`config.mk`:
```
export PLATFORM = sky130hd
export DESIGN_NAME = opcalc_unit
export DESIGN_NICKNAME = d
export VERILOG_FILES = /design/src/rtl/opcalc_pkg.sv /design/src/rtl/opcalc_addsub.sv /design/src/rtl/opcalc_bitlogic.sv /design/src/rtl/opcalc_resreg.sv /design/src/rtl/opcalc_unit.sv
export SDC_FILE = /design/constraint.sdc
export NUM_CORES = 1
export LEC_CHECK = 0
export CAP_MARGIN = 20
export CORE_UTILIZATION = 45
export CTS_CLUSTER_SIZE = 40
export DETAILED_ROUTE_END_ITERATION = 16
export DONT_BUFFER_PORTS = 1
export GPL_ROUTABILITY_DRIVEN = 0
export PLACE_DENSITY = 0.7
export SYNTH_ARGS = -nofsm -noshare
export SYNTH_HDL_FRONTEND = slang
export SYNTH_SLANG_ARGS = --single-unit
```
`constraint.sdc`:
```
create_clock -name clk_i -period 1.05 [get_ports clk_i]
set_input_delay 0.105 -clock clk_i [delete_from_list [all_inputs] [get_ports clk_i]]
set_output_delay 0.105 -clock clk_i [all_outputs]
set_load 0.005 [all_outputs]
```
`src/rtl/opcalc_pkg.sv`:
```
package opcalc_pkg;
  localparam int OPW = 5;

  typedef enum logic [OPW-1:0] {
    OP_PASSA = 5'd0,
    OP_PASSB = 5'd1,
    OP_ADD   = 5'd2,
    OP_SUB   = 5'd3,
    OP_OR    = 5'd4,
    OP_NOTA  = 5'd5,
    OP_XOR   = 5'd6,
    OP_XNOR  = 5'd7,
    OP_AND   = 5'd8,
    OP_LAND  = 5'd9,
    OP_RAND  = 5'd10,
    OP_ROR   = 5'd11,
    OP_RXOR  = 5'd12,
    OP_RXNOR = 5'd13
  } op_e;

  localparam logic [OPW-1:0] OP_FIRST_UNUSED = 5'd14;
endpackage

```
`src/rtl/opcalc_addsub.sv`:
```
module opcalc_addsub #(
  parameter int DW = 16
) (
  input  logic [DW-1:0] a_i,
  input  logic [DW-1:0] b_i,
  input  logic          sub_i,
  output logic [DW-1:0] sum_o,
  output logic          carry_o
);
  localparam int EW = DW + 1;

  function automatic logic [EW-1:0] add_ext(input logic [DW-1:0] x,
                                            input logic [DW-1:0] y,
                                            input logic          cin);
    return {1'b0, x} + {1'b0, y} + {{(EW-1){1'b0}}, cin};
  endfunction

  logic [DW-1:0] b_eff;
  logic [EW-1:0] wide;

  assign b_eff   = sub_i ? ~b_i : b_i;
  assign wide    = add_ext(a_i, b_eff, sub_i);
  assign sum_o   = wide[DW-1:0];
  // subtraction: carry out of A + ~B + 1 is "no borrow", so invert it
  assign carry_o = sub_i ? ~wide[DW] : wide[DW];

  always_comb begin
    if (!sub_i) begin
      assert_add_carry_R3: assert (carry_o == (sum_o < a_i))
        else $error("add carry disagrees with wrap");
    end else begin
      assert_sub_borrow_R4: assert (carry_o == (a_i < b_i))
        else $error("sub borrow disagrees with compare");
    end
  end
endmodule

```
`src/rtl/opcalc_bitlogic.sv`:
```
module opcalc_bitlogic
  import opcalc_pkg::*;
#(
  parameter int DW = 16
) (
  input  logic [DW-1:0]  a_i,
  input  logic [DW-1:0]  b_i,
  input  logic [OPW-1:0] op_i,
  output logic [DW-1:0]  res_o
);
  localparam int UW = DW - 1;

  logic [DW-1:0] or_v, xor_v, and_v;

  for (genvar k = 0; k < DW; k++) begin : g_bit
    assign or_v[k]  = a_i[k] | b_i[k];
    assign xor_v[k] = a_i[k] ^ b_i[k];
    assign and_v[k] = a_i[k] & b_i[k];
  end

  function automatic logic fold_and(input logic [DW-1:0] v);
    return &v;
  endfunction
  function automatic logic fold_or(input logic [DW-1:0] v);
    return |v;
  endfunction
  function automatic logic fold_xor(input logic [DW-1:0] v);
    return ^v;
  endfunction
  function automatic logic [DW-1:0] widen(input logic bit0);
    return {{UW{1'b0}}, bit0};
  endfunction

  logic bool_and;
  logic narrow_op;

  assign bool_and  = fold_or(a_i) && fold_or(b_i);
  assign narrow_op = (op_i >= OP_LAND) && (op_i <= OP_RXNOR);

  always_comb begin
    case (op_i)
      OP_PASSA: res_o = a_i;
      OP_PASSB: res_o = b_i;
      OP_OR:    res_o = or_v;
      OP_NOTA:  res_o = ~a_i;
      OP_XOR:   res_o = xor_v;
      OP_XNOR:  res_o = ~xor_v;
      OP_AND:   res_o = and_v;
      OP_LAND:  res_o = widen(bool_and);
      OP_RAND:  res_o = widen(fold_and(a_i));
      OP_ROR:   res_o = widen(fold_or(a_i));
      OP_RXOR:  res_o = widen(fold_xor(a_i));
      OP_RXNOR: res_o = widen(~fold_xor(a_i));
      default:  res_o = '0;
    endcase
  end

  // single-bit answers never spill above bit 0
  always_comb begin
    if (narrow_op) begin
      assert_narrow_R8: assert (res_o[DW-1:1] == '0)
        else $error("narrow result has upper bits set");
    end
  end
endmodule

```
`src/rtl/opcalc_resreg.sv`:
```
module opcalc_resreg #(
  parameter int DW = 16
) (
  input  logic          clk_i,
  input  logic          rst_ni,
  input  logic          ld_en_i,
  input  logic [DW-1:0] res_d,
  input  logic          cy_d,
  output logic [DW-1:0] res_q,
  output logic          cy_q
);
  always_ff @(posedge clk_i or negedge rst_ni) begin
    if (!rst_ni) begin
      res_q <= '0;
      cy_q  <= 1'b0;
    end else if (ld_en_i) begin
      res_q <= res_d;
      cy_q  <= cy_d;
    end
  end

  assert_hold_R2: assert property (@(posedge clk_i) disable iff (!rst_ni)
    !ld_en_i |=> ($stable(res_q) && $stable(cy_q)))
    else $error("register changed with load enable low");

  assert_capture_R2: assert property (@(posedge clk_i) disable iff (!rst_ni)
    ld_en_i |=> (res_q == $past(res_d) && cy_q == $past(cy_d)))
    else $error("register missed an enabled load");

  always_ff @(posedge clk_i) begin
    if (!rst_ni) begin
      assert_reset_R1: assert (res_q == '0 && cy_q == 1'b0)
        else $error("register not cleared in reset");
    end
  end
endmodule

```
`src/rtl/opcalc_unit.sv`:
```
module opcalc_unit
  import opcalc_pkg::*;
#(
  parameter int DW = 16
) (
  input  logic           clk_i,
  input  logic           rst_ni,
  input  logic           ld_en_i,
  input  logic [DW-1:0]  opnd_a_i,
  input  logic [DW-1:0]  opnd_b_i,
  input  logic [OPW-1:0] op_sel_i,
  output logic [DW-1:0]  result_o,
  output logic           carry_o
);
  logic          is_arith;
  logic          is_sub;
  logic [DW-1:0] arith_sum;
  logic          arith_cy;
  logic [DW-1:0] logic_res;
  logic [DW-1:0] nxt_res;
  logic          nxt_cy;

  assign is_arith = (op_sel_i == OP_ADD) || (op_sel_i == OP_SUB);
  assign is_sub   = (op_sel_i == OP_SUB);

  opcalc_addsub #(.DW(DW)) u_addsub (
    .a_i     (opnd_a_i),
    .b_i     (opnd_b_i),
    .sub_i   (is_sub),
    .sum_o   (arith_sum),
    .carry_o (arith_cy)
  );

  opcalc_bitlogic #(.DW(DW)) u_logic (
    .a_i   (opnd_a_i),
    .b_i   (opnd_b_i),
    .op_i  (op_sel_i),
    .res_o (logic_res)
  );

  assign nxt_res = is_arith ? arith_sum : logic_res;
  assign nxt_cy  = is_arith & arith_cy;

  opcalc_resreg #(.DW(DW)) u_reg (
    .clk_i   (clk_i),
    .rst_ni  (rst_ni),
    .ld_en_i (ld_en_i),
    .res_d   (nxt_res),
    .cy_d    (nxt_cy),
    .res_q   (result_o),
    .cy_q    (carry_o)
  );

  always_comb begin
    if (op_sel_i >= OP_FIRST_UNUSED) begin
      assert_unused_zero_R9: assert (nxt_res == '0 && nxt_cy == 1'b0)
        else $error("unused code gave nonzero output");
    end
  end

  assert_cy_clear_R10: assert property (@(posedge clk_i) disable iff (!rst_ni)
    (ld_en_i && !is_arith) |=> !carry_o)
    else $error("flag set by a non-arithmetic code");
endmodule

```
==> flow_metrics.tcl <==
set metrics [dict create \
    synth_common_cells "63 x ha_1, 37 x inv_1, 36 x nor2_1" \
    antennaDiodeCount 0 \
    required_ns 1.19 \
    avgSynthCellArea_um2 7.794 \
    die_w_um 88.50 \
    drc 0 \
    synth.largest_area_cell "ha_1" \
    synth-edff-count 0 \
    synthFlopType "dfrtp_1" \
    vias_per_cell 6.326 \
    vias 4042 \
    wl_per_cell_um 21.40 \
    maxCapViolations 0 \
    period_share 2.324 \
    overflow 0 \
    slew_viol_final 0 \
    drtIter0Drc 344 \
    fin_worst_hold_slack_ns 0.006442 \
    grt_pass1_vias 3799 \
    endpoint_kind "flop" \
    drive_above_1_share 0.3426 \
    syn_inst 432 \
    routed_wl_um 13670 \
    area_delta_synth_final_pct 44.85 \
    clock_sinks 17 \
    io_pins 57 \
    drtAntennaViolNets 0 \
    worst_pin_slew_ns 0.9164 \
    placed_cells 613 \
    syn_area_mm2 0.003367 \
    totalPowerFinal_mw 3.449 \
    grt_usage 0.3339 \
    nets 645 \
    ys_ff_latch 17 \
    hold_violations 0 \
    root_buffer "clkbuf_8" \
    start_kind "input pin" \
    yosysWarnings 0 \
    path_max_fanout 10 \
    grt_start_max_net_pins 34 \
    grt_pass1_wl_um 19500 \
    skew_ns 0 \
    yosys.area.top_type_share 0.2341 \
    clk_pin_slew_ns 0.10 \
    placed_cell_area_mm2 0.004242 \
    critical_path_class "input pin to flop" \
    dpl_worst_slack_ns -1.620 \
    fin_util 0.6724 \
    dp.final_hpwl_um 9475 \
    worstPathArrival_ns 2.58 \
    setup_viol 17 \
    powerDensity_mw_per_mm2 707.1 \
    synth-seq-area-share 0.1263 \
    antenna_found_initial 0 \
    setup_slack_ns -1.390 \
    maxSlewHeadroom 0.3890 \
    violations "setup timing" \
    synthArstFlopShare 1.000 \
    syn_nets 536 \
    synth_area_leaders "ha_1 23%, dfrtp_1 13%, xnor2_1 8.6%" \
    status "finished, violations left" \
    clkLatencyLatePin_ns 0.26 \
    synth_cell_type_count 64 \
    rows 31 \
    synth.most_common_cell "ha_1" \
    cts_tree "built" \
    drtPass1Iterations 5 \
    dieHeight_um 88.50 \
    numPortBuffers 0 \
    core_area_mm2 0.007253 \
    fin_cells 639 \
    grt_setup_unrepaired "true" \
    setup_tns_ns -18.29 \
    p_leak_nw 2.234 \
    min_path_type "input pin to flop" \
    fin_crit_ns 2.440 \
    fillers 561 \
    fmax_mhz 409.8 \
    h-tree-depth 1 \
    cts.path.max_buffers 2 \
    initial_utilization 0.4642 \
    numCtsBuffers 3 \
    die_area_mm2 0.007832 \
    final_cell_area_mm2 0.004877 \
    ir_drop_uv 476.7 \
]
[placed cells by master, fill, tap and decap left out, drive strengths merged, types with 3 or more instances in the layout]
cell / synthesis / routed
nor2b: 4 / 4
a21oi: 26 / 26
dfrtp: 17 / 17
nor2: 36 / 36
xnor2: 33 / 33
ha: 63 / 63
inv: 37 / 37
o21a: 4 / 4
and3: 5 / 5
o221ai: 3 / 3
nand2: 29 / 29
mux2i: 3 / 3
dlygate4sd3: 0 / 4
xor2: 11 / 11
nor3: 6 / 6
nand3: 14 / 14
nand2b: 3 / 3
nand4: 6 / 6
o2111ai: 4 / 4
clkbuf: 13 / 4
a21o: 7 / 7
a211oi: 5 / 5
a221oi: 17 / 17
o22ai: 5 / 5
a31oi: 9 / 9
buf: 6 / 118
or3: 4 / 4
nor4: 7 / 7
o21ai: 20 / 20
[worst max-delay path, stage by stage]
cell and delay, ns:
or3b_4 0.40, nor2_4 0.17, buf_12 0.13, xnor2_2 0.06, ha_1 0.36, buf_4 0.17, a21oi_1 0.15, o21a_2 0.24
a21oi_4 0.08, buf_4 0.15, or3_1 0.37, nand3_2 0.10, a31oi_1 0.08
[power breakdown]
part | switching (mW) | leakage [nW] | internal, mW
sequential | 0.0514 | 0.210 | 0.724
combinational | 1.01 | 2.00 | 1.07
clock | 0.314 | 0.0228 | 0.272
total | 1.38 | 2.23 | 2.07
[timing repair]
action,in CTS,in global routing
gates resized for setup,33,32
hold endpoints to repair,24,1
hold buffers,4,1
pin swaps,13,39
setup endpoints to repair,17,34
setup buffers,2,15
[flip-flops by register name, summed over array words and instances (netlist names)]
signal and count:
u_reg.cy_q 1, u_reg.res_q 16
[logic make-up (layout without fill, tap and decap cells)]
| kind of cell | after synthesis | count (layout) | synth area share |
|---|---|---|---|
| fa+ha+maj | 64 | 64 | 0.2401 |
| xor+xnor | 44 | 44 | 0.1145 |
| mux | 3 | 3 | 0.008919 |
| simple gates | 126 | 126 | 0.1880 |
| compound gates | 122 | 122 | 0.2575 |
| buf+inv | 56 | 164 | 0.06466 |
| flops | 17 | 17 | 0.1263 |
[cell type report]
cell class                      count  area [um^2]  share of cell area
Inverter                           37        138.9             0.02848
Clock buffer                        4        45.04            0.009236
Sequential cell                    17        425.4             0.08722
Multi-Input combinational cell    359         3149              0.6457
Tap cell                           99        123.9             0.02540
Timing Repair Buffer              123        994.7              0.2040
[path summary, 6_finish.rpt]
path	startpoint	to	cells past startpoint	slack [ns]
hold / removal	ld_en_i	u_reg.res_q[8]	2	0.006
hold reg to reg	u_reg.res_q[1]	u_reg.res_q[1]	2	0.53
setup / recovery	op_sel_i[3]	u_reg.res_q[7]	13	-1.39
max in group asynchronous	rst_ni	u_reg.res_q[13]	1	0.45
setup reg to reg	u_reg.res_q[15]	u_reg.res_q[15]	6	-0.23
min in group asynchronous	rst_ni	u_reg.res_q[2]	1	0.02
[routing by layer]
| metal | part of all wire | GRT usage | vias to the layer above |
|---|---|---|---|
| li1 | - | - | 1800 |
| met1 | 0.39 | 0.4205 | 1892 |
| met2 | 0.45 | 0.5420 | 263 |
| met3 | 0.095 | 0.06530 | 87 |
| met4 | 0.057 | 0.1686 | 0 |
| met5 | 0 | 0 | - |
(Power assumes the default switching activity.)
